===== config.mk =====
export PLATFORM = sky130hd
export DESIGN_NAME = mmt_top
export DESIGN_NICKNAME = d
export VERILOG_FILES = /design/src/rtl/mmt_pkg.sv /design/src/rtl/mmt_counter.sv /design/src/rtl/mmt_capsync.sv /design/src/rtl/mmt_regs.sv /design/src/rtl/mmt_top.sv
export SDC_FILE = /design/constraint.sdc
export NUM_CORES = 1
export LEC_CHECK = 0
export ABC_AREA = 1
export BUFFER_PORTS_ARGS = -buffer_cell sky130_fd_sc_hd__buf_2
export CELL_PAD_IN_SITES_DETAIL_PLACEMENT = 2
export CELL_PAD_IN_SITES_GLOBAL_PLACEMENT = 2
export CORE_ASPECT_RATIO = 0.7
export CORE_MARGIN = 2
export CORE_UTILIZATION = 25
export DETAILED_ROUTE_END_ITERATION = 12
export PLACE_DENSITY_LB_ADDON = 0.1
export SLEW_MARGIN = 30
export SYNTH_ARGS = -nofsm -noshare
export SYNTH_HDL_FRONTEND = slang
export SYNTH_HIERARCHICAL = 1
export SYNTH_SLANG_ARGS = --single-unit

===== constraint.sdc =====
create_clock -name clk -period 4.3 [get_ports clk]
set_clock_uncertainty 0.2 [all_clocks]
set_input_delay 0.43 -clock clk [delete_from_list [all_inputs] [get_ports clk]]
set_output_delay 0.43 -clock clk [all_outputs]
set_load 0.01 [all_outputs]

===== src/rtl/mmt_pkg.sv =====
`timescale 1ns/1ps
package mmt_pkg;

  typedef enum logic [1:0] {
    MODE_IVL = 2'b00,
    MODE_PWM = 2'b01,
    MODE_CAP = 2'b10,
    MODE_OFF = 2'b11
  } mmt_mode_e;

  localparam int ADDR_W = 3;

  localparam logic [ADDR_W-1:0] ADR_CTRL = 3'd0;
  localparam logic [ADDR_W-1:0] ADR_DLO  = 3'd1;
  localparam logic [ADDR_W-1:0] ADR_DHI  = 3'd2;
  localparam logic [ADDR_W-1:0] ADR_CLO  = 3'd3;
  localparam logic [ADDR_W-1:0] ADR_CHI  = 3'd4;

endpackage


===== src/rtl/mmt_counter.sv =====
`timescale 1ns/1ps
// Up-counter built as a carry chain of equal-width halves.
module mmt_counter #(
  parameter int HALF_W     = 8,
  parameter int NUM_HALVES = 2,
  localparam int CW        = HALF_W * NUM_HALVES
) (
  input  logic          clk,
  input  logic          rst,
  input  logic          clr,
  input  logic          inc,
  output logic [CW-1:0] cnt,
  output logic [CW-1:0] cnt_nxt,
  output logic          wrap
);

  logic [NUM_HALVES:0] carry;

  assign carry[0] = inc;
  assign wrap     = carry[NUM_HALVES];

  for (genvar g = 0; g < NUM_HALVES; g++) begin : g_half
    logic [HALF_W-1:0] h_q;
    logic [HALF_W-1:0] h_nxt;

    assign carry[g+1] = carry[g] & (&h_q);

    always_comb begin
      if (clr)           h_nxt = '0;
      else if (carry[g]) h_nxt = h_q + 1'b1;
      else               h_nxt = h_q;
    end

    always_ff @(posedge clk) begin
      if (rst) h_q <= '0;
      else     h_q <= h_nxt;
    end

    assign cnt[g*HALF_W +: HALF_W]     = h_q;
    assign cnt_nxt[g*HALF_W +: HALF_W] = h_nxt;
  end

endmodule


===== src/rtl/mmt_capsync.sv =====
`timescale 1ns/1ps
// Synchroniser chain with rising-edge detect on the settled stage.
module mmt_capsync #(
  parameter int STAGES = 2
) (
  input  logic clk,
  input  logic rst,
  input  logic async_in,
  output logic rise
);

  logic [STAGES-1:0] sync_q;
  logic              prev_q;

  for (genvar s = 0; s < STAGES; s++) begin : g_stage
    if (s == 0) begin : g_first
      always_ff @(posedge clk) begin
        if (rst) sync_q[0] <= 1'b0;
        else     sync_q[0] <= async_in;
      end
    end else begin : g_next
      always_ff @(posedge clk) begin
        if (rst) sync_q[s] <= 1'b0;
        else     sync_q[s] <= sync_q[s-1];
      end
    end
  end

  always_ff @(posedge clk) begin
    if (rst) prev_q <= 1'b0;
    else     prev_q <= sync_q[STAGES-1];
  end

  assign rise = sync_q[STAGES-1] & ~prev_q;

endmodule


===== src/rtl/mmt_regs.sv =====
`timescale 1ns/1ps
// Mode and data registers; capture load overrides software writes.
module mmt_regs
  import mmt_pkg::*;
#(
  parameter int HALF_W = 8,
  localparam int CW    = 2 * HALF_W
) (
  input  logic              clk,
  input  logic              rst,
  input  logic              wr_en,
  input  logic [ADDR_W-1:0] wr_addr,
  input  logic [HALF_W-1:0] wr_data,
  input  logic              cap_load,
  input  logic [CW-1:0]     cap_value,
  output mmt_mode_e         mode_q,
  output mmt_mode_e         mode_nxt,
  output logic [CW-1:0]     data_q,
  output logic [CW-1:0]     data_nxt,
  output logic              ctrl_wr
);

  logic sw_data_ok;

  assign ctrl_wr    = wr_en && (wr_addr == ADR_CTRL);
  assign sw_data_ok = wr_en && (mode_q != MODE_CAP);

  always_comb begin
    mode_nxt = mode_q;
    if (ctrl_wr) mode_nxt = mmt_mode_e'(wr_data[1:0]);
  end

  always_comb begin
    data_nxt = data_q;
    if (cap_load) begin
      data_nxt = cap_value;
    end else if (sw_data_ok && wr_addr == ADR_DLO) begin
      data_nxt[HALF_W-1:0] = wr_data;
    end else if (sw_data_ok && wr_addr == ADR_DHI) begin
      data_nxt[CW-1:HALF_W] = wr_data;
    end
  end

  always_ff @(posedge clk) begin
    if (rst) begin
      mode_q <= MODE_IVL;
      data_q <= '0;
    end else begin
      mode_q <= mode_nxt;
      data_q <= data_nxt;
    end
  end

endmodule


===== src/rtl/mmt_top.sv =====
`timescale 1ns/1ps
// Timer/counter with interval, PWM and capture personalities.
module mmt_top
  import mmt_pkg::*;
#(
  parameter int HALF_W      = 8,
  parameter int SYNC_STAGES = 2
) (
  input  logic              clk,
  input  logic              rst,
  input  logic              tick_en,
  input  logic              wr_en,
  input  logic [2:0]        wr_addr,
  input  logic [HALF_W-1:0] wr_data,
  input  logic [2:0]        rd_addr,
  output logic [HALF_W-1:0] rd_data,
  input  logic              cap_in,
  output logic              tmr_out,
  output logic              pwm_out,
  output logic              match_irq,
  output logic              ovf_irq
);

  localparam int NUM_HALVES = 2;
  localparam int CW         = HALF_W * NUM_HALVES;

  mmt_mode_e     mode_q, mode_nxt;
  logic [CW-1:0] data_q, data_nxt;
  logic [CW-1:0] cnt_q, cnt_nxt;
  logic          ctrl_wr, wrap, cap_rise;
  logic          cap_evt, at_data, running, ivl_hit;
  logic          cnt_clr, cnt_inc, match_nxt, ovf_nxt, pwm_nxt;

  mmt_regs #(.HALF_W(HALF_W)) regs_i (
    .clk      (clk),
    .rst      (rst),
    .wr_en    (wr_en),
    .wr_addr  (wr_addr),
    .wr_data  (wr_data),
    .cap_load (cap_evt),
    .cap_value(cnt_q),
    .mode_q   (mode_q),
    .mode_nxt (mode_nxt),
    .data_q   (data_q),
    .data_nxt (data_nxt),
    .ctrl_wr  (ctrl_wr)
  );

  mmt_counter #(.HALF_W(HALF_W), .NUM_HALVES(NUM_HALVES)) cnt_i (
    .clk    (clk),
    .rst    (rst),
    .clr    (cnt_clr),
    .inc    (cnt_inc),
    .cnt    (cnt_q),
    .cnt_nxt(cnt_nxt),
    .wrap   (wrap)
  );

  mmt_capsync #(.STAGES(SYNC_STAGES)) sync_i (
    .clk     (clk),
    .rst     (rst),
    .async_in(cap_in),
    .rise    (cap_rise)
  );

  always_comb begin
    cap_evt   = cap_rise && (mode_q == MODE_CAP);
    at_data   = (cnt_q == data_q);
    running   = (mode_q != MODE_OFF);
    ivl_hit   = tick_en && (mode_q == MODE_IVL) && at_data;
    cnt_clr   = ctrl_wr || ivl_hit || cap_evt;
    cnt_inc   = tick_en && running;
    match_nxt = tick_en && at_data &&
                ((mode_q == MODE_IVL) || (mode_q == MODE_PWM));
    ovf_nxt   = wrap && (mode_q == MODE_CAP) && !ctrl_wr;
    pwm_nxt   = (mode_nxt == MODE_PWM) && (data_nxt > cnt_nxt);
  end

  always_ff @(posedge clk) begin
    if (rst) begin
      match_irq <= 1'b0;
      ovf_irq   <= 1'b0;
      tmr_out   <= 1'b0;
      pwm_out   <= 1'b0;
    end else begin
      match_irq <= match_nxt;
      ovf_irq   <= ovf_nxt;
      pwm_out   <= pwm_nxt;
      if (ivl_hit) tmr_out <= ~tmr_out;
    end
  end

  always_ff @(posedge clk) begin
    if (rst) begin
      rd_data <= '0;
    end else begin
      case (rd_addr)
        ADR_CTRL: rd_data <= {{(HALF_W-2){1'b0}}, mode_q};
        ADR_DLO:  rd_data <= data_q[HALF_W-1:0];
        ADR_DHI:  rd_data <= data_q[CW-1:HALF_W];
        ADR_CLO:  rd_data <= cnt_q[HALF_W-1:0];
        ADR_CHI:  rd_data <= cnt_q[CW-1:HALF_W];
        default:  rd_data <= '0;
      endcase
    end
  end

endmodule


Word level (Yosys, flattened, before mapping)
Index checks and enable logic that the tools add are counted.

operators by class
  multiplexer cells = 10
  shift-type cells = 0
  magnitude comparators = 1
  add/subtract/negate cells = 2
  divide/modulo/power cells = 0
  bitwise gates (word level) = 5
  multiply operators = 0
  equality and inequality tests = 12
  reduce and logical (&&, ||, !) cells = 22

operator list
  operator                                       number
  2-to-1 mux 8 bit                               7
  case mux 8 bit (5 select lines)                1
  adder 8 x 1 -> 8 bit, second input constant    2
  == test 16 bit                                 1
  greater-than comparator 16 bit                 1
  2-to-1 mux 16 bit                              1
  AND reduction 8 bit                            2
  logical AND 1 bit                              13
  == test 3 x 2 -> 1 bit, second input constant  3
  == test 3 x 1 -> 1 bit, second input constant  2
  logical NOT 3 bit                              2
  == test 2 x 1 -> 1 bit, second input constant  2
  != test 2 bit, second input constant           2
  bitwise AND 1 bit                              3
  == test 3 bit, second input constant           1
  logical OR 1 bit                               3
  == test 2 bit, second input constant           1
  logical NOT 2 bit                              1
  2-to-1 mux 2 bit                               1
  NOT 1 bit                                      2
  logical NOT 1 bit                              1

storage, ports and cells
  bits in latches = 0
  bits of input ports = 19
  ROM bits = 0
  output and inout port bits = 12
  RAM bits = 0
  logic and storage cells = 64
  memories kept = 0
  register bits after elaboration = 49

Depth between registers and ports, before layout
Gate-level depths: netlist of run 1.

  word-level depth = 8
  mapped depth = 19
  depth with buffers taken out = 19

Modules after synthesis
Netlist of run 1, hierarchy kept.

modules (own cells, without submodules)
  module       times used  cells an instance  area each (µm²)  seq. area each (µm²)
  mmt_top      1           219                1306.3           240.2
  mmt_regs     1           175                1054.8           360.3
  mmt_counter  1           146                938.4            320.3
  mmt_capsync  1           10                 86.3             60.1

Least setup slack after synthesis of run 1
No wires, ideal clock.

  kind = input to register
  start point = input tick_en
  end point = register pwm_out
  data arrival time = 2412 ps
  library setup time = 120 ps
  stages on the path = 15
  setup slack = 1567 ps
  path buffers = 1
  required time = 3980 ps
  path through = a21boi_0 > nand2_2 > nor2_4 > nand3_4 > buf_6 > o21ai_2 > nand3_1 > inv_1 > inv_1 > ha_1 > nand2_1 > nor2_1 > nand4_1 > o211ai_1 > a21oi_1

between the ends
  cells in the longest elaborated chain, start to end = 7
  elaborated cells between the ends (all ways) = 12
  those cells by class = order compare (1); mux (4); bitwise (1); reduce/logical (6)

ends and longest elaborated chain
  what                              RTL line           text
  start, declared                   mmt_top.sv:11      input logic tick_en,
  logical AND 1 bit (2 in series)   mmt_top.sv:70      ivl_hit = tick_en && (mode_q == MODE_IVL) && at_data;
  logical OR 1 bit (2 in series)    mmt_top.sv:71      cnt_clr = ctrl_wr || ivl_hit || cap_evt;
  2-to-1 mux 8 bit *                mmt_counter.sv:29  if (clr) h_nxt = '0;
  named net cnt_nxt[11]             mmt_top.sv:29      logic [CW-1:0] cnt_q, cnt_nxt;
  greater-than comparator 16 bit *  mmt_top.sv:76      pwm_nxt = (mode_nxt == MODE_PWM) && (data_nxt > cnt_nxt);
  logical AND 1 bit *               mmt_top.sv:76
  end signal, assigned              mmt_top.sv:88      pwm_out <= pwm_nxt;
  end, declared                     mmt_top.sv:19      output logic pwm_out,

The timed path passes the listed nets; every way through them passes the cells marked *.
A chain may end at the register's enable or synchronous reset.

Worst setup path in the final report of run 1
  start point = register regs_i.mode_q[1]
  end point = register pwm_out

between the ends
  elaborated cells between the ends (all ways) = 26
  those cells by class = order compare (1); eq/ne (4); mux (9); bitwise (1); reduce/logical (11)

RTL lines
  what                            RTL line        text
  start, declared                 mmt_regs.sv:16  output mmt_mode_e mode_q,
  start signal, assigned          mmt_regs.sv:49  mode_q <= mode_nxt;
  == test 2 bit                   mmt_top.sv:67   cap_evt = cap_rise && (mode_q == MODE_CAP);
  logical AND 1 bit               mmt_top.sv:67
  named net cap_evt               mmt_top.sv:31   logic cap_evt, at_data, running, ivl_hit;
  2-to-1 mux 16 bit               mmt_regs.sv:35  if (cap_load) begin
  named net data_nxt[7]           mmt_top.sv:28   logic [CW-1:0] data_q, data_nxt;
  greater-than comparator 16 bit  mmt_top.sv:76
  logical AND 1 bit               mmt_top.sv:76

The timed path passes the listed nets, and every way through them passes these cells.

==> metrics.cfg, run 1 <==
[status]
status=finished clean

[worst_setup_path]
critPathLaunchType=register
worst_ep_arrival_time_ns=3.72
cp-end-kind=register
cp_data_required_time_ns=4.28
worst-setup-path-type=reg2reg
path_max_fanout=25

[detailed_routing]
drt_pass1_iterations=4
routed_wl_um=12300
antenna_left=0
vias=3456
initialDrtViolationCount=87
drcViolationCount=0
vias_per_cell=4.52
wl_per_cell_um=16.1

[clock_tree]
cts-htree-levels=2
cts_tree=built
cts_setup_buffers=0
root_buffer=clkbuf_16
clk_pin_slew_ns=0.07
clock-sinks=49
clk_latency_ns=0.30
cts.repair.resized=0
cts_buffers=5
cts_hold_buf=0
clk_path_buf_depth=2

[final_layout]
n_antenna_cell=0
final_cells=765
fillers=1624
layout.nets=616
mostFrequentLayoutCell=nand2_1
final_cell_mix=nand2_1 (123), inv_1 (122), nor2_1 (89)
syn_to_final_growth_pct=13.5
regArea_um2=981
stdcell_area_mm2=0.00384
final_layout_size_suffix_gt1_share_pct=10.3
multi_input_area_mm2=0.00185

[synth]
synth_top_area_share_pct=29.0
synthArstFlopShare_pct=0
ys_seq_area_share_pct=29.0
synth_mux_area_share_pct=0
synth_cells=550
synth-adder-area-share_pct=6.65
synth_compound_area_share_pct=9.24
synthTopCellsByArea=dfxtp_1 (29%), inv_1 (14%), nand2_1 (14%)
synth_ff_type=dfxtp_1
synth_edf_count=0
synth-xor-area-share_pct=1.03
post_synth.cell_area_avg_um2=6.16
netlist_area_mm2=0.00339
synth_top_family_by_area=simple AND/OR/NAND/NOR gates
synthesis.nets=587
yosys_register_bits=49
synth-simple-area-share_pct=37.6
ys_types=34
yosys.area.top_type=dfxtp_1
yosys_warnings=6

[global_route]
grt_pass1_vias=3683
use_met1_pct=25.3
grt-busiest-layer=met2
grt_pass1_wl_um=20000
antenna_found_initial=0
globalRouteMet2Util_pct=29.8
grt_max_degree=50
grt-ovfl-total=0
grt_usage_pct=17.9
grt.met3_usage_pct=2.65

[placed_design]
dp_hpwl_um=9920
routabilityCongestion=0.754
portBuffers=30
place_inst=757
placed_area_mm2=0.00370

[timing]
period_share_pct=87.0
fmax_ghz=0.267
fin_crit_ns=3.74
maxSlewHeadroom_pct=38.3
worst_pin_slew_ns=0.920
fin_setup_tns_ns=0
rsz0062_at_grt=no
whs_ns=0.151
maxSlewViolCount=0
finalHoldViolCount=0
setup_violations=0

[worst_hold_path]
min_path_type=in2reg

[die]
dieHeight_um=101
dieArea_mm2=0.0145
ios=31
die_x_um=143
start_util_pct=25.7
std_cell_rows=35
coreArea_mm2=0.0132

[power_and_ir_drop]
powerDensity_mw_per_mm2=277
ir_drop_uv=151
p_leak_uw=0.00192

[job]
max-cap-violations=0

-- metrics by stage --
step,setup WS [ns],util (%),total power (uW)
floorplan,1.57,-,598
global route,0.237,29.1,1130
global placement,1.03,28.1,666
detailed placement,0.854,28.1,674
CTS,0.801,29.1,1090
finish,0.559,29.1,1060
-- worst max-delay path: stages, from the launching register on --
cell and delay [ns]:
dfxtp_1 0.57, nand3_1 0.18, inv_1 0.09, clkinv_1 0.71, buf_4 0.46, nor2_1 0.09
inv_1 0.04, nand2_1 0.08, inv_1 0.06, ha_1 0.32, nand2_1 0.07, nor2_1 0.22
nand4_1 0.21, o211ai_1 0.25, a21oi_1 0.06
-- layer usage --
metal  wire [um]  part of all wire [%]
met1        6540                    53
met2        5470                    44
met3         280                   2.3
met4          22                  0.18
met5           0                     0
-- path summary, 6_finish.rpt --
path | cells past startpoint | endpoint | slack (ns) | start
hold reg to reg | 2 | sync_i/sync_q[1] | 0.21 | sync_i/sync_q[0]
setup reg to reg | 14 | pwm_out | 0.56 | regs_i/mode_q[1]
setup / recovery | 14 | pwm_out | 0.56 | regs_i/mode_q[1]
hold / removal | 3 | sync_i/sync_q[0] | 0.15 | cap_in
-- power by group --
group / switching, uW / internal, uW
sequential: 13.5 / 465
clock: 190 / 215
combinational: 123 / 57.5
-- cells by family (layout without fill, tap and decap cells) --
family          after synthesis  in the layout
flops                        49             49
fa+ha+maj                    18             18
buf+inv                     136            166
compound gates               47             47
simple gates                296            296
xor+xnor                      4              4
-- state kept, by name, indices dropped and copies added, names as in the netlist --
name	cells
tmr_out	1
rd_data	8
cnt_i/g_half.h_q	16
regs_i/data_q	16
match_irq	1
sync_i/prev_q	1
ovf_irq	1
regs_i/mode_q	2
sync_i/sync_q	2
pwm_out	1
-- final cells by class --
type / instances / share of cell area (%)
sequential: 49 / 25.5
tap: 185 / 6.03
multi-input combinational: 365 / 48.0
timing repair buffer: 33 / 4.56
inverter: 125 / 12.2
clock buffer: 6 / 3.36
clock inverter: 2 / 0.261
-- cells in the mapped netlist (3+ instances only) --
cell,instances
inv_1,123
a221oi_1,6
o21ai_0,10
o21bai_2,3
nand2_1,123
nor2_2,5
nor3_1,10
nand3_1,50
ha_1,18
nor4_1,5
nor2_1,89
clkbuf_1,4
a21oi_1,14
nand2_2,3
xor2_1,4
nand4_1,3
clkbuf_8,3
o22ai_1,8
dfxtp_1,49
No activity file was read; power rests on OpenSTA's default activity.
==> run 2, diff against run 1 <==
--- a/config.mk
+++ b/config.mk
@@ -5,7 +5,6 @@
 export SDC_FILE = /design/constraint.sdc
 export NUM_CORES = 1
 export LEC_CHECK = 0
-export ABC_AREA = 1
 export BUFFER_PORTS_ARGS = -buffer_cell sky130_fd_sc_hd__buf_2
 export CELL_PAD_IN_SITES_DETAIL_PLACEMENT = 2
 export CELL_PAD_IN_SITES_GLOBAL_PLACEMENT = 2
==> run 2 against run 1 <==
Net effect: die area decreased by 1.1%; global-route usage rose by 2.4 points; sequential power about the same; critical path depth down 1; register-to-register slack worse by 0.04 ns; final area grew 1.0%; wire length is 13% higher; clock-buffer cell count is 1 lower; largest cell class unchanged; utilization grew 0.49 points; combinational power about the same; largest power group unchanged.
==> metrics.cfg, run 2 <==
[timing]
fmax_ghz=0.264  ; was 0.267 GHz
maxSlewViolCount=0  ; unchanged
worst_slack_ns=0.519  ; was 0.559 ns
worst_pin_slew_ns=0.873  ; was 0.920 ns
period_share_pct=87.9  ; was 87.0%
maxSlewHeadroom_pct=41.8  ; was 38.3%
fin_crit_ns=3.78  ; was 3.74 ns
finalHoldViolCount=0  ; unchanged
rsz0062_at_grt=no  ; unchanged
fin_setup_tns_ns=0  ; unchanged
setup_violations=0  ; unchanged

[final_layout]
final_cell_mix=dfxtp_1 (49), nor2_1 (34), buf_2 (30)  ; was nand2_1 (123), inv_1 (122), nor2_1 (89)
largest_registers=cnt_i/g_half.h_q (16), regs_i/data_q (16), rd_data (8)  ; unchanged
n_antenna_cell=0  ; unchanged
final_layout_size_suffix_gt1_share_pct=16.8  ; was 10.3%
fin_util_pct=29.6  ; was 29.1%
syn_to_final_growth_pct=15.9  ; was 13.5%
mostFrequentLayoutCell=dfxtp_1  ; was nand2_1
layout.nets=477  ; was 616
stdcell_area_mm2=0.00388  ; was 0.00384 mm2

[worst_setup_path]
slowest_delay_ns=0.58  ; was 0.71 ns
path_max_fanout=17  ; was 25
worst-setup-path-type=reg2reg  ; unchanged
rr_startpoint=cnt_i/g_half[1].h_q[3]  ; was regs_i/mode_q[1]
worst_ep_arrival_time_ns=3.81  ; was 3.72 ns
critPathSlowestCell=dfxtp_1  ; was clkinv_1
path_cells=xor2_1 > nor4_1 > nand4b_1 > nor3_1 > or3_1 > nor2_1 > mux2_1 > inv_1 > ha_1 > nand4_1 > nor3_1 > o21ai_0 > a31oi_1  ; was nand3_1 > inv_1 > clkinv_1 > buf_4 > nor2_1 > inv_1 > nand2_1 > inv_1 > ha_1 > nand2_1 > nor2_1 > nand4_1 > o211ai_1 > a21oi_1
path_common_cell=nor3_1  ; was inv_1
r2r_cells=13  ; was 14
cp_data_required_time_ns=4.33  ; was 4.28 ns
r2r_slack_ns=0.52  ; was 0.56 ns
startpoint=cnt_i/g_half[1].h_q[3]  ; was regs_i/mode_q[1]
cp-end-kind=register  ; unchanged
worstSetupEndpoint=pwm_out  ; unchanged
critPathLaunchType=register  ; unchanged
cpLargestDelayFamily=simple AND/OR/NAND/NOR gates  ; was buffers and inverters
cp_num_cells=13  ; was 14
reg2reg_to=pwm_out  ; unchanged
cp_num_buf_inv=1  ; was 5

[synth]
synth_edf_count=0  ; unchanged
yosys.area.top_type=dfxtp_1  ; unchanged
post_synth.cell_area_avg_um2=8.16  ; was 6.16 um2
yosys_warnings=6  ; unchanged
synth_cells=410  ; was 550
netlist_area_mm2=0.00335  ; was 0.00339 mm2
synthTopCellsByCount=dfxtp_1 (49), nor2_1 (34), a21oi_1 (27), nor2b_1 (27), o21ai_0 (24)  ; was inv_1 (123), nand2_1 (123), nor2_1 (89)
synthTopCellsByArea=dfxtp_1 (29%), ha_1 (6.7%), nor2b_1 (5.0%)  ; was dfxtp_1 (29%), inv_1 (14%), nand2_1 (14%)
synth.most_common_cell=dfxtp_1
yosys_register_bits=49  ; unchanged
synthArstFlopShare_pct=0  ; unchanged
ys_seq_area_share_pct=29.3  ; was 29.0%
synth_ff_type=dfxtp_1  ; unchanged
ys_types=50  ; was 34
synth_top_area_share_pct=29.3  ; was 29.0%
synthesis.nets=447  ; was 587

[global_route]
grt_max_degree=43  ; was 50
grt_pass1_wl_um=21200  ; was 20000 um
grt_usage_pct=20.3  ; was 17.9%
grt_pass1_vias=3250  ; was 3683
antenna_found_initial=0  ; unchanged
grt-ovfl-total=0  ; unchanged

[job]
max-cap-violations=0  ; unchanged

[die]
ios=31  ; unchanged
start_util_pct=25.6  ; was 25.7%
dieArea_mm2=0.0143  ; was 0.0145 mm2
die_x_um=142  ; was 143 um
std_cell_rows=35  ; unchanged
coreArea_mm2=0.0131  ; was 0.0132 mm2
dieHeight_um=101  ; about the same

[clock_tree]
root_buffer=clkbuf_16  ; unchanged
cts_hold_buf=0  ; unchanged
clk_pin_slew_ns=0.07  ; about the same
clock-sinks=49  ; unchanged
cts_buffers=5  ; unchanged
clk_latency_ns=0.30  ; about the same
cts_tree=built  ; unchanged
clk_path_buf_depth=2  ; unchanged
cts_setup_buffers=0  ; unchanged
cts.repair.resized=0  ; unchanged
cts-htree-levels=2  ; unchanged

[detailed_routing]
vias=3207  ; was 3456
vias_per_cell=5.29  ; was 4.52
wl_per_cell_um=23.0  ; was 16.1 um
drt_pass1_iterations=4  ; unchanged
drcViolationCount=0  ; unchanged
initialDrtViolationCount=190  ; was 87
routed_wl_um=13900  ; was 12300 um
antenna_left=0  ; unchanged

[placed_design]
portBuffers=30  ; unchanged
pre_cts_ws_ns=0.635  ; was 0.854 ns
routabilityCongestion=0.791  ; was 0.754
dp_hpwl_um=10600  ; was 9920 um
placed_area_mm2=0.00372  ; was 0.00370 mm2

[worst_hold_path]
min_path_type=in2reg  ; unchanged

[power_and_ir_drop]
ir_drop_uv=132  ; was 151 uV
powerDensity_mw_per_mm2=289  ; was 277 mW/mm2
p_leak_uw=0.00161  ; was 0.00192 uW

[status]
status=finished clean  ; unchanged

run 2: cell types whose count changed after synthesis, sizes merged, moves of 13 or more:
cell	before	now
nand2	126	22
o21ai	12	27
nor2	96	34
mux2	0	13
nor2b	0	28
inv	124	19
nand3	51	14
a31oi	0	23
run 2: cells by family (layout without fill, tap and decap cells):
group	count (synthesis)	in the layout	share of synthesized area [%]
xor+xnor	20	20	5.23
compound gates	97	97	16.9
buf+inv	43	73	5.49
simple gates	161	161	28.7
mux	22	22	7.66
flops	49	49	29.3
fa+ha+maj	18	18	6.73
run 2: power by group:
| group | switching, uW | internal (uW) |
|---|---|---|
| Clock | 192 | 271 |
| Sequential | 13.8 | 464 |
| Combinational | 113 | 66.9 |
| Total | 319 | 802 |
run 2: cell type report:
class | count | area [um2]
well taps | 166 | 208
clock buffers | 5 | 125
fillers | 1517 | 9210
inverters | 19 | 71.3
multi-input cells | 318 | 2180
flip-flops and latches | 49 | 981
repair buffers | 47 | 278
clock inverters | 2 | 35.0
run 2: worst min path at each step:
stage	end	startpoint	cells past startpoint	slack, ns
after floorplan	sync_i/sync_q[1]	sync_i/sync_q[0]	1	0.21
after global placement	sync_i/sync_q[1]	sync_i/sync_q[0]	1	0.22
after detailed placement	sync_i/sync_q[1]	sync_i/sync_q[0]	1	0.24
after CTS	sync_i/sync_q[0]	cap_in	2	0.14
after global routing	sync_i/sync_q[0]	cap_in	2	0.18
final	sync_i/sync_q[0]	cap_in	2	0.15
run 2: per-stage QoR:
stage / cells / power [uW] / hold WS [ns]
global route: 606 / 1180 / 0.178
finish: 606 / 1120 / 0.146
CTS: 606 / 1140 / 0.136
floorplan: 410 / 594 / 0.214
global placement: 599 / 664 / 0.216
detailed placement: 599 / 667 / 0.237
run 2: routing by layer:
layer / wire, um / track usage [%] / part of all wire, % / vias to the layer above
li1: - / - / - / 1541
met1: 7460 / 30.9 / 54 / 1597
met2: 5830 / 30.5 / 42 / 60
met3: 489 / 2.66 / 3.5 / 9
met4: 132 / 3.88 / 0.95 / 0
met5: 0 / 0 / 0 / -
==> run 3, diff against run 2 <==
--- a/config.mk
+++ b/config.mk
@@ -13,6 +13,7 @@
 export CORE_UTILIZATION = 25
 export DETAILED_ROUTE_END_ITERATION = 12
 export PLACE_DENSITY_LB_ADDON = 0.1
+export RECOVER_POWER = 25
 export SLEW_MARGIN = 30
 export SYNTH_ARGS = -nofsm -noshare
 export SYNTH_HDL_FRONTEND = slang
==> run 3 against run 2 <==
Net effect: the run now ends with max-capacitance violations, max-slew violations left; worst hold slack about the same; via count rose by 0.28%; wire length about the same; global-route usage unchanged; register-to-register slack better by 0.07 ns; non-clock buffer count unchanged; die area is the same; flip-flop and latch count unchanged; utilization fell by 0.12 points; sequential share of layout area is 0.11 points higher; sequential power hardly changed; fmax grew 1.9%; critical endpoint unchanged; largest power group unchanged.
==> metrics.cfg, run 3 (synthesized netlist as in run 2, its figures left out) <==
[status]
status=finished with violations  ; was finished clean
failed_checks=max-capacitance violations, max-slew violations

[detailed_routing]
drcViolationCount=0  ; unchanged
wl_per_cell_um=23.0  ; about the same
drt_pass1_iterations=4  ; unchanged
vias=3216  ; was 3207
initialDrtViolationCount=168  ; was 190
routed_wl_um=13900  ; about the same
vias_per_cell=5.31  ; was 5.29
antenna_left=0  ; unchanged

[die]
ios=31  ; unchanged
std_cell_rows=35  ; unchanged
die_x_um=142  ; unchanged
start_util_pct=25.6  ; unchanged
dieHeight_um=101  ; unchanged
dieArea_mm2=0.0143  ; unchanged
coreArea_mm2=0.0131  ; unchanged

[timing]
setup_violations=0  ; unchanged
fmax_ghz=0.269  ; was 0.264 GHz
maxSlewHeadroom_pct=-40.1  ; was 41.8%
fin_crit_ns=3.71  ; was 3.78 ns
fin_setup_tns_ns=0  ; unchanged
period_share_pct=86.3  ; was 87.9%
worst_slack_ns=0.588  ; was 0.519 ns
rsz0062_at_grt=no  ; unchanged
worst_pin_slew_ns=2.10  ; was 0.873 ns
maxSlewViolCount=43  ; was 0
finalHoldViolCount=0  ; unchanged

[global_route]
grt_usage_pct=20.3  ; unchanged
grt_pass1_wl_um=21200  ; unchanged
grt-ovfl-total=0  ; unchanged
grt_pass1_vias=3250  ; unchanged
antenna_found_initial=0  ; unchanged
grt_max_degree=43  ; unchanged

[worst_hold_path]
worstHoldStart=cap_in  ; unchanged
min_path_type=in2reg  ; unchanged
hold_path_end=sync_i/sync_q[0]  ; unchanged
holdPathStages=2  ; unchanged

[clock_tree]
clock-sinks=49  ; unchanged
cts.repair.resized=0  ; unchanged
clk_pin_slew_ns=0.07  ; about the same
clk_latency_ns=0.30  ; about the same
cts_tree=built  ; unchanged
clk_path_buf_depth=2  ; unchanged
cts_setup_buffers=0  ; unchanged
root_buffer=clkbuf_16  ; unchanged
cts_buffers=5  ; unchanged
cts-htree-levels=2  ; unchanged
cts_hold_buf=0  ; unchanged

[worst_setup_path]
reg2reg_to=pwm_out  ; unchanged
slowest_delay_ns=0.57  ; was 0.58 ns
worst-setup-path-type=reg2reg  ; unchanged
path_common_cell=nor3_1  ; unchanged
r2r_cells=13  ; unchanged
cp_data_required_time_ns=4.33  ; about the same
worst_ep_arrival_time_ns=3.74  ; was 3.81 ns
cp-end-kind=register  ; unchanged
critPathLaunchType=register  ; unchanged
path_cells=xor2_1 > nor4_1 > nand4b_1 > nor3_1 > or3_1 > nor2_1 > mux2_1 > inv_1 > ha_1 > nand4_1 > nor3_1 > o21ai_0 > a31oi_1  ; unchanged
path_max_fanout=17  ; unchanged
r2r_slack_ns=0.59  ; was 0.52 ns
cp_num_buf_inv=1  ; unchanged
rr_startpoint=cnt_i/g_half[1].h_q[3]  ; unchanged
critPathSlowestCell=dfxtp_1  ; unchanged
cpLargestDelayFamily=simple AND/OR/NAND/NOR gates  ; unchanged

[final_layout]
final_layout_size_suffix_gt1_share_pct=13.9  ; was 16.8%
n_antenna_cell=0  ; unchanged
mostFrequentLayoutCell=dfxtp_1  ; unchanged
multi_input_area_mm2=0.00218  ; unchanged
layout.nets=477  ; unchanged
fillers=1525  ; was 1517
final_cell_mix=dfxtp_1 (49), nor2_1 (34), nor2b_1 (27), a21oi_1 (27), o21ai_0 (24)  ; was dfxtp_1 (49), nor2_1 (34), buf_2 (30)
regArea_um2=981  ; unchanged
largest_registers=cnt_i/g_half.h_q (16), regs_i/data_q (16), rd_data (8)  ; unchanged
syn_to_final_growth_pct=15.4  ; was 15.9%

[placed_design]
routabilityCongestion=0.791  ; unchanged
pre_cts_ws_ns=0.635  ; unchanged
portBuffers=30  ; unchanged
dp_hpwl_um=10600  ; unchanged

[power_and_ir_drop]
fin_total_pwr_uw=1120  ; about the same
powerDensity_mw_per_mm2=290  ; was 289 mW/mm2
ir_drop_uv=130  ; was 132 uV
p_leak_uw=0.00155  ; was 0.00161 uW

[job]
max-cap-violations=1  ; was 0

==> run 3: worst register-to-register path, delay by kind of cell, from the launching register on <==
kind	cells	cell delay, ns
adders and majority gates	1	0.14
buffers and inverters	1	0.08
DFF	1	0.57
AOI/OAI and AO/OA	2	0.33
and+or+nand+nor	7	1.91
xor gates and xnor gates	1	0.12
muxes	1	0.31
==> run 3: how the worst max path moves through the flow <==
stage,start,end,slack (ns),cells after the start
6_report,cnt_i/g_half[1].h_q[3],pwm_out,0.59,13
4_1_cts,cnt_i/g_half[1].h_q[3],pwm_out,0.55,13
5_1_grt,cnt_i/g_half[1].h_q[3],pwm_out,0.13,13
3_3_place_gp,cnt_i/g_half[1].h_q[3],pwm_out,0.79,13
3_5_place_dp,cnt_i/g_half[1].h_q[3],pwm_out,0.63,13
2_1_floorplan,tick_en,pwm_out,1.20,12
==> run 3: area by class of cell <==
class | instances | share of cell area (%)
multi-input cells | 318 | 56.5
flip-flops and latches | 49 | 25.4
repair buffers | 47 | 6.77
well taps | 166 | 5.38
clock buffers | 5 | 3.24
inverters | 19 | 1.85
clock inverters | 2 | 0.907
==> run 3: stage by stage <==
stage               cell area, um2  instances  utilization [%]  hold slack, ns
floorplan                     3350        410                -           0.214
global placement              3720        599             28.4           0.216
detailed placement            3720        599             28.4           0.237
CTS                           3880        606             29.6           0.136
global route                  3860        606             29.5           0.178
finish                        3860        606             29.5           0.146
==> run 3: where the power goes <==
| part | internal [uW] | leakage (uW) | total (uW) | switching (uW) |
|---|---|---|---|---|
| logic | 66.0 | 0.00108 | 179 | 113 |
| clock network | 271 | 0.0000797 | 462 | 191 |
| registers | 464 | 0.000397 | 478 | 14.0 |
| total | 801 | 0.00155 | 1120 | 318 |
==> run 3: metal layers <==
layer / track usage [%] / vias to the layer above / routed length (um)
met5: 0 / - / 0
met4: 3.88 / 0 / 103
met3: 2.66 / 7 / 647
met2: 30.5 / 67 / 5890
met1: 30.9 / 1601 / 7280
li1: - / 1541 / -
